$ cat config.mk
export PLATFORM = sky130hd
export DESIGN_NAME = frac_lut6
export DESIGN_NICKNAME = d
export VERILOG_FILES = /design/src/rtl/frac_lut_pkg.sv /design/src/rtl/frac_cfg_chain.sv /design/src/rtl/frac_in_force.sv /design/src/rtl/frac_mux_tree.sv /design/src/rtl/frac_lut6.sv
export SDC_FILE = /design/constraint.sdc
export NUM_CORES = 1
export LEC_CHECK = 0
export CAP_MARGIN = 0
export CORE_MARGIN = 5
export CORE_UTILIZATION = 40
export CTS_BUF_LIST = sky130_fd_sc_hd__clkbuf_16
export CTS_CLUSTER_DIAMETER = 60
export DETAILED_ROUTE_END_ITERATION = 8
export GPL_ROUTABILITY_DRIVEN = 0
export SLEW_MARGIN = 15
export SYNTH_ARGS = -nofsm -noshare
export SYNTH_HDL_FRONTEND = slang
export SYNTH_HIERARCHICAL = 1
export SYNTH_SLANG_ARGS = --single-unit
$ cat constraint.sdc
create_clock -name clk_i -period 2.7 [get_ports clk_i]
set_clock_uncertainty 0.05 [all_clocks]
set_input_delay 0.27 -clock clk_i [delete_from_list [all_inputs] [get_ports clk_i]]
set_output_delay 0.27 -clock clk_i [all_outputs]
set_load 0.01 [all_outputs]
$ cat src/rtl/frac_lut_pkg.sv
package frac_lut_pkg;
  parameter int unsigned LUT_K     = 6;
  parameter int unsigned MODE_W    = 2;
  localparam int unsigned TT_W     = 1 << LUT_K;
  localparam int unsigned CFG_W    = TT_W + MODE_W;
  // default: table cleared, both inputs forced (dual LUT4)
  localparam logic [CFG_W-1:0] CFG_RST = {{MODE_W{1'b1}}, {TT_W{1'b0}}};
endpackage

$ cat src/rtl/frac_cfg_chain.sv
module frac_cfg_chain #(
  parameter int unsigned W = 66,
  parameter logic [W-1:0] RST_VAL = '0
) (
  input  logic         clk_i,
  input  logic         rst_ni,
  input  logic         shift_en_i,
  input  logic         chain_i,
  output logic         chain_o,
  output logic [W-1:0] cfg_o
);
  logic [W-1:0] cfg_q;

  always_ff @(posedge clk_i or negedge rst_ni) begin
    if (!rst_ni)         cfg_q <= RST_VAL;
    else if (shift_en_i) cfg_q <= {cfg_q[W-2:0], chain_i};
  end

  assign chain_o = cfg_q[W-1];
  assign cfg_o   = cfg_q;
endmodule

$ cat src/rtl/frac_in_force.sv
module frac_in_force #(
  parameter int unsigned K = 6,
  parameter int unsigned M = 2
) (
  input  logic [K-1:0] in_i,
  input  logic [M-1:0] mode_i,
  output logic [K-1:0] eff_o
);
  for (genvar b = 0; b < K; b++) begin : g_bit
    if (b >= K - M) begin : g_or
      assign eff_o[b] = in_i[b] | mode_i[b-(K-M)];
    end else begin : g_pass
      assign eff_o[b] = in_i[b];
    end
  end
endmodule

$ cat src/rtl/frac_mux_tree.sv
module frac_mux_tree #(
  parameter int unsigned K = 6
) (
  input  logic [(1<<K)-1:0] tt_i,
  input  logic [K-1:0]      sel_i,
  output logic [1:0]        tap4_o,
  output logic [1:0]        tap5_o,
  output logic              out_o
);
  localparam int unsigned N = 1 << K;

  for (genvar k = 0; k <= K; k++) begin : g_stg
    logic [(N>>k)-1:0] node;
    if (k == 0) begin : g_leaf
      assign node = tt_i;
    end else begin : g_mux
      for (genvar j = 0; j < (N >> k); j++) begin : g_node
        assign node[j] = sel_i[k-1] ? g_stg[k-1].node[2*j+1]
                                    : g_stg[k-1].node[2*j];
      end
    end
  end

  // upper pair of stage K-2 and both nodes of stage K-1
  assign tap4_o = g_stg[K-2].node[3:2];
  assign tap5_o = g_stg[K-1].node[1:0];
  assign out_o  = g_stg[K].node[0];
endmodule

$ cat src/rtl/frac_lut6.sv
module frac_lut6
  import frac_lut_pkg::*;
(
  input  logic             clk_i,
  input  logic             rst_ni,
  input  logic             shift_en_i,
  input  logic             chain_i,
  output logic             chain_o,
  input  logic [LUT_K-1:0] in_i,
  output logic [1:0]       lut4_o,
  output logic [1:0]       lut5_o,
  output logic             lut6_o
);
  logic [CFG_W-1:0]  cfg_q;
  logic [MODE_W-1:0] mode_w;
  logic [TT_W-1:0]   tt_w;
  logic [LUT_K-1:0]  eff_w;

  assign tt_w   = cfg_q[TT_W-1:0];
  assign mode_w = cfg_q[CFG_W-1:TT_W];

  frac_cfg_chain #(.W(CFG_W), .RST_VAL(CFG_RST)) u_chain (
    .clk_i     (clk_i),
    .rst_ni    (rst_ni),
    .shift_en_i(shift_en_i),
    .chain_i   (chain_i),
    .chain_o   (chain_o),
    .cfg_o     (cfg_q)
  );

  frac_in_force #(.K(LUT_K), .M(MODE_W)) u_force (
    .in_i  (in_i),
    .mode_i(mode_w),
    .eff_o (eff_w)
  );

  frac_mux_tree #(.K(LUT_K)) u_tree (
    .tt_i  (tt_w),
    .sel_i (eff_w),
    .tap4_o(lut4_o),
    .tap5_o(lut5_o),
    .out_o (lut6_o)
  );
endmodule

==> summary.txt <==
Outcome
  – Status: finished, final reports clean

Run
  – Max cap viols: 0

GRT
  – Largest net degree at the start of global routing: 50
  – Global-route wire length before repair: slightly above 10 mm
  – Vias in the first global route: 1912
  – Tot GR Track Use: 0.132
  – Initial antenna violation count: 0
  – Gr ovfl total: 0

Worst setup path
  – Critical Path Sink Type: primary output
  – Worst Path Max Fanout: 9
  – Startpoint Class: primary input
  – CP required: about 2.4 ns
  – Arrival time at the worst endpoint: roughly 2.3 ns
  – CP Class: in2out

Min path
  – Worst hold path class: in2async

Synthesis
  – Seq cells post-synth: 66
  – Most common cell in the netlist: dfrtp_1
  – Post-synthesis adder-cell area fraction: 0
  – EDFF count, synth: 0
  – Largest area contributor in the netlist: dfrtp_1
  – Prevailing post-synth register cell: dfrtp_1
  – Syn. warnings: 6
  – Top cells by count, synth: dfrtp_1, mux2_4, mux2_2
  – Gate Count Post-Synth: 213
  – Netlist cell types: 29
  – Seq/Total Area, Yosys: 0.505
  – Share of the synthesized area in the top cell type: 0.489
  – Mux contribution to synthesized area: 0.388
  – Compound-Gate Fraction of Synth Area: 0.0256
  – Avg Inst Size Synth: around 15 sq um
  – Synth Area in XOR/XNOR: 0
  – Post-synthesis async set-or-reset flop share: 1.00
  – Area of the mapped netlist: approximately 3300 sq um
  – Synth top area cells: dfrtp_1, mux2_4, mux2_2
  – Net Count, Synth: roughly 220
  – Synth Area in Simple Gates: 0.0371
  – Main combinational cell family by area after synthesis: multiplexers

CTS
  – Clk slew on worst S/H paths: roughly 0.06 ns
  – Clk buf depth: 2
  – Clock sinks: 66
  – Num CTS Buffers: 9
  – Root Buffer: clkbuf_16
  – Max H-tree Level: 3
  – CTS tree: yes
  – Clk_lat worst skew: around 0.33 ns

Die
  – Chip Height: between 100 and 150 microns
  – I/O Pins: 16
  – Die ar.: 10100 sq um
  – Die Wd: approximately 100 microns
  – Core Region: 8090 sq um
  – Initial Util: 0.405
  – Core Rows: 33

Timing
  – Setup violators final: 0
  – Slew of the pin with the lowest slew margin: around 0.46 ns
  – Final-report hold violation count: 0
  – F_max: around 0.38 GHz
  – RSZ-0062 raised after global routing: yes
  – Final worst path period share: 0.970
  – Min Clock Period, post-route: around 2.6 ns
  – Slew HR: 0.696
  – Max Slew Vio Count: 0

Detailed routing
  – Drt total wl: roughly 6.2 mm
  – Via Count: between 1.5k and 2k
  – Pre-antenna DRT Iters: 6
  – DRC viols: 0
  – Post-route ant nets: 0
  – Vias/cell: 5.13
  – Wire per inst: 17.0 microns
  – Iteration-0 DRC Markers: roughly 90

Power and ir drop
  – Clk pwr share: 0.385
  – Leakage: ~2.0 nW
  – Max VDD drop: 0.000264 V
  – Power per Cell Area: approximately 730 nW/um^2
  – Reg power frac: 0.447
  – Switching share of power: 0.256
  – Internal power: between 0.002 and 0.0025 W
  – Switch Pwr: 0.000756 W
  – Final Total Pwr: between 0.002 and 0.003 W
  – Combinational Power Share: 0.168

Place
  – DP HPWL: between 4 and 5 mm
  – Number of port buffers: 15
  – # placed instances: about 330

Finish
  – Layout cells sized above 1: 0.521
  – Antenna Cells: 0
  – Final non-filler cell total: around 370
  – Max reg flops: 66
  – Nets: between 200 and 300
  – Synth-to-layout area growth: 23.9%
[metrics by stage]
stage / hold WS [ns] / TNS, ns / worst slack [ns] / util / area, sq um
final: 0.371 / 0 / 0.0818 / 0.501 / 4060
after global routing: 0.378 / -0.0135 / -0.0135 / 0.501 / 4060
after CTS: 0.364 / -0.0836 / -0.0707 / 0.485 / 3930
after detailed placement: 0.197 / -1.20 / -0.427 / 0.442 / 3580
after global placement: 0.191 / -1.10 / -0.388 / 0.442 / 3580
after floorplan: -0.0756 / 0 / 0.447 / - / 3280
[cells by family (layout without fill, tap and decap cells)]
| family | count (synthesis) | in the layout |
|---|---|---|
| mux | 93 | 93 |
| flops | 66 | 66 |
| simple gates | 24 | 24 |
| buf+inv | 19 | 69 |
| compound gates | 11 | 11 |
[metal layers]
layer  share of wire  global-route usage  wire [microns]
met3           0.030              0.0270             188
met2            0.45               0.191            2830
met5               0                   0               0
met4           0.024              0.0746             151
met1            0.49               0.186            3080
[power by group through the flow]
stage / Clock (W) / Sequential [W] / Combinational [W]
floorplan: 0 / 0.00129 / 0.000372
global placement: 0 / 0.00134 / 0.000480
detailed placement: 0 / 0.00134 / 0.000487
CTS: 0.00116 / 0.00133 / 0.000499
global route: 0.00121 / 0.00135 / 0.000542
finish: 0.00114 / 0.00132 / 0.000498
[critical path, stage by stage]
cell and delay, ns:
dlygate4sd2_1 0.30, buf_4 0.20, nor2b_1 0.13, buf_4 0.14
a22oi_1 0.17, nand3_1 0.10, nor3b_1 0.19, a211o_1 0.16
buf_4 0.11, clkdlybuf4s50_1 0.52
[worst paths after layout]
check / from / endpoint / slack (ns) / cells after the start
max: in_i[1] / lut5_o[0] / 0.08 / 10
min: rst_ni / u_chain/cfg_o[48] / 0.37 / 2
max reg2reg: u_chain/cfg_o[39] / u_chain/cfg_o[40] / 1.73 / 2
min reg2reg: u_chain/cfg_o[17] / u_chain/cfg_o[17] / 0.48 / 1
max in group asynchronous: rst_ni / u_chain/cfg_o[42] / 1.51 / 3
min in group clk_i: shift_en_i / u_chain/cfg_o[25] / 0.37 / 2
[cell type report]
| class | instances | area (sq um) |
|---|---|---|
| tap | 105 | 131 |
| timing repair buffer | 52 | 468 |
| multi-input combinational | 128 | 1510 |
| sequential | 66 | 1650 |
| clock inverter | 7 | 70.1 |
| clock buffer | 9 | 225 |
| fill | 709 | 4040 |
| inverter | 1 | 3.75 |
[what timing repair did]
action / in CTS / in global routing
gates resized for setup: 10 / 7
hold buffers: 1 / 0
pin swaps: 2 / 2
cloned: 1 / 0
buffers inserted: 1 / 15
endpoints found under the hold margin: 17 / 0
setup endpoints to repair: 5 / 3
[cell usage in the layout, fill, tap and decap left out, types with 2 or more instances in the layout]
cell and count:
mux2i_1 17, mux4_2 7, buf_4 33, a22oi_1 3, mux2_2 26, nor2b_1 3
mux2_4 41, dlygate4sd2_1 5, clkdlybuf4s50_1 6, nor2_1 2, dfrtp_1 64, or2_1 2
clkinvlp_4 3, buf_12 2, nand3_1 6, clkbuf_16 9, a21oi_2 2, nand2_1 7
dfstp_2 2
Power figures use the tool's default switching activity.
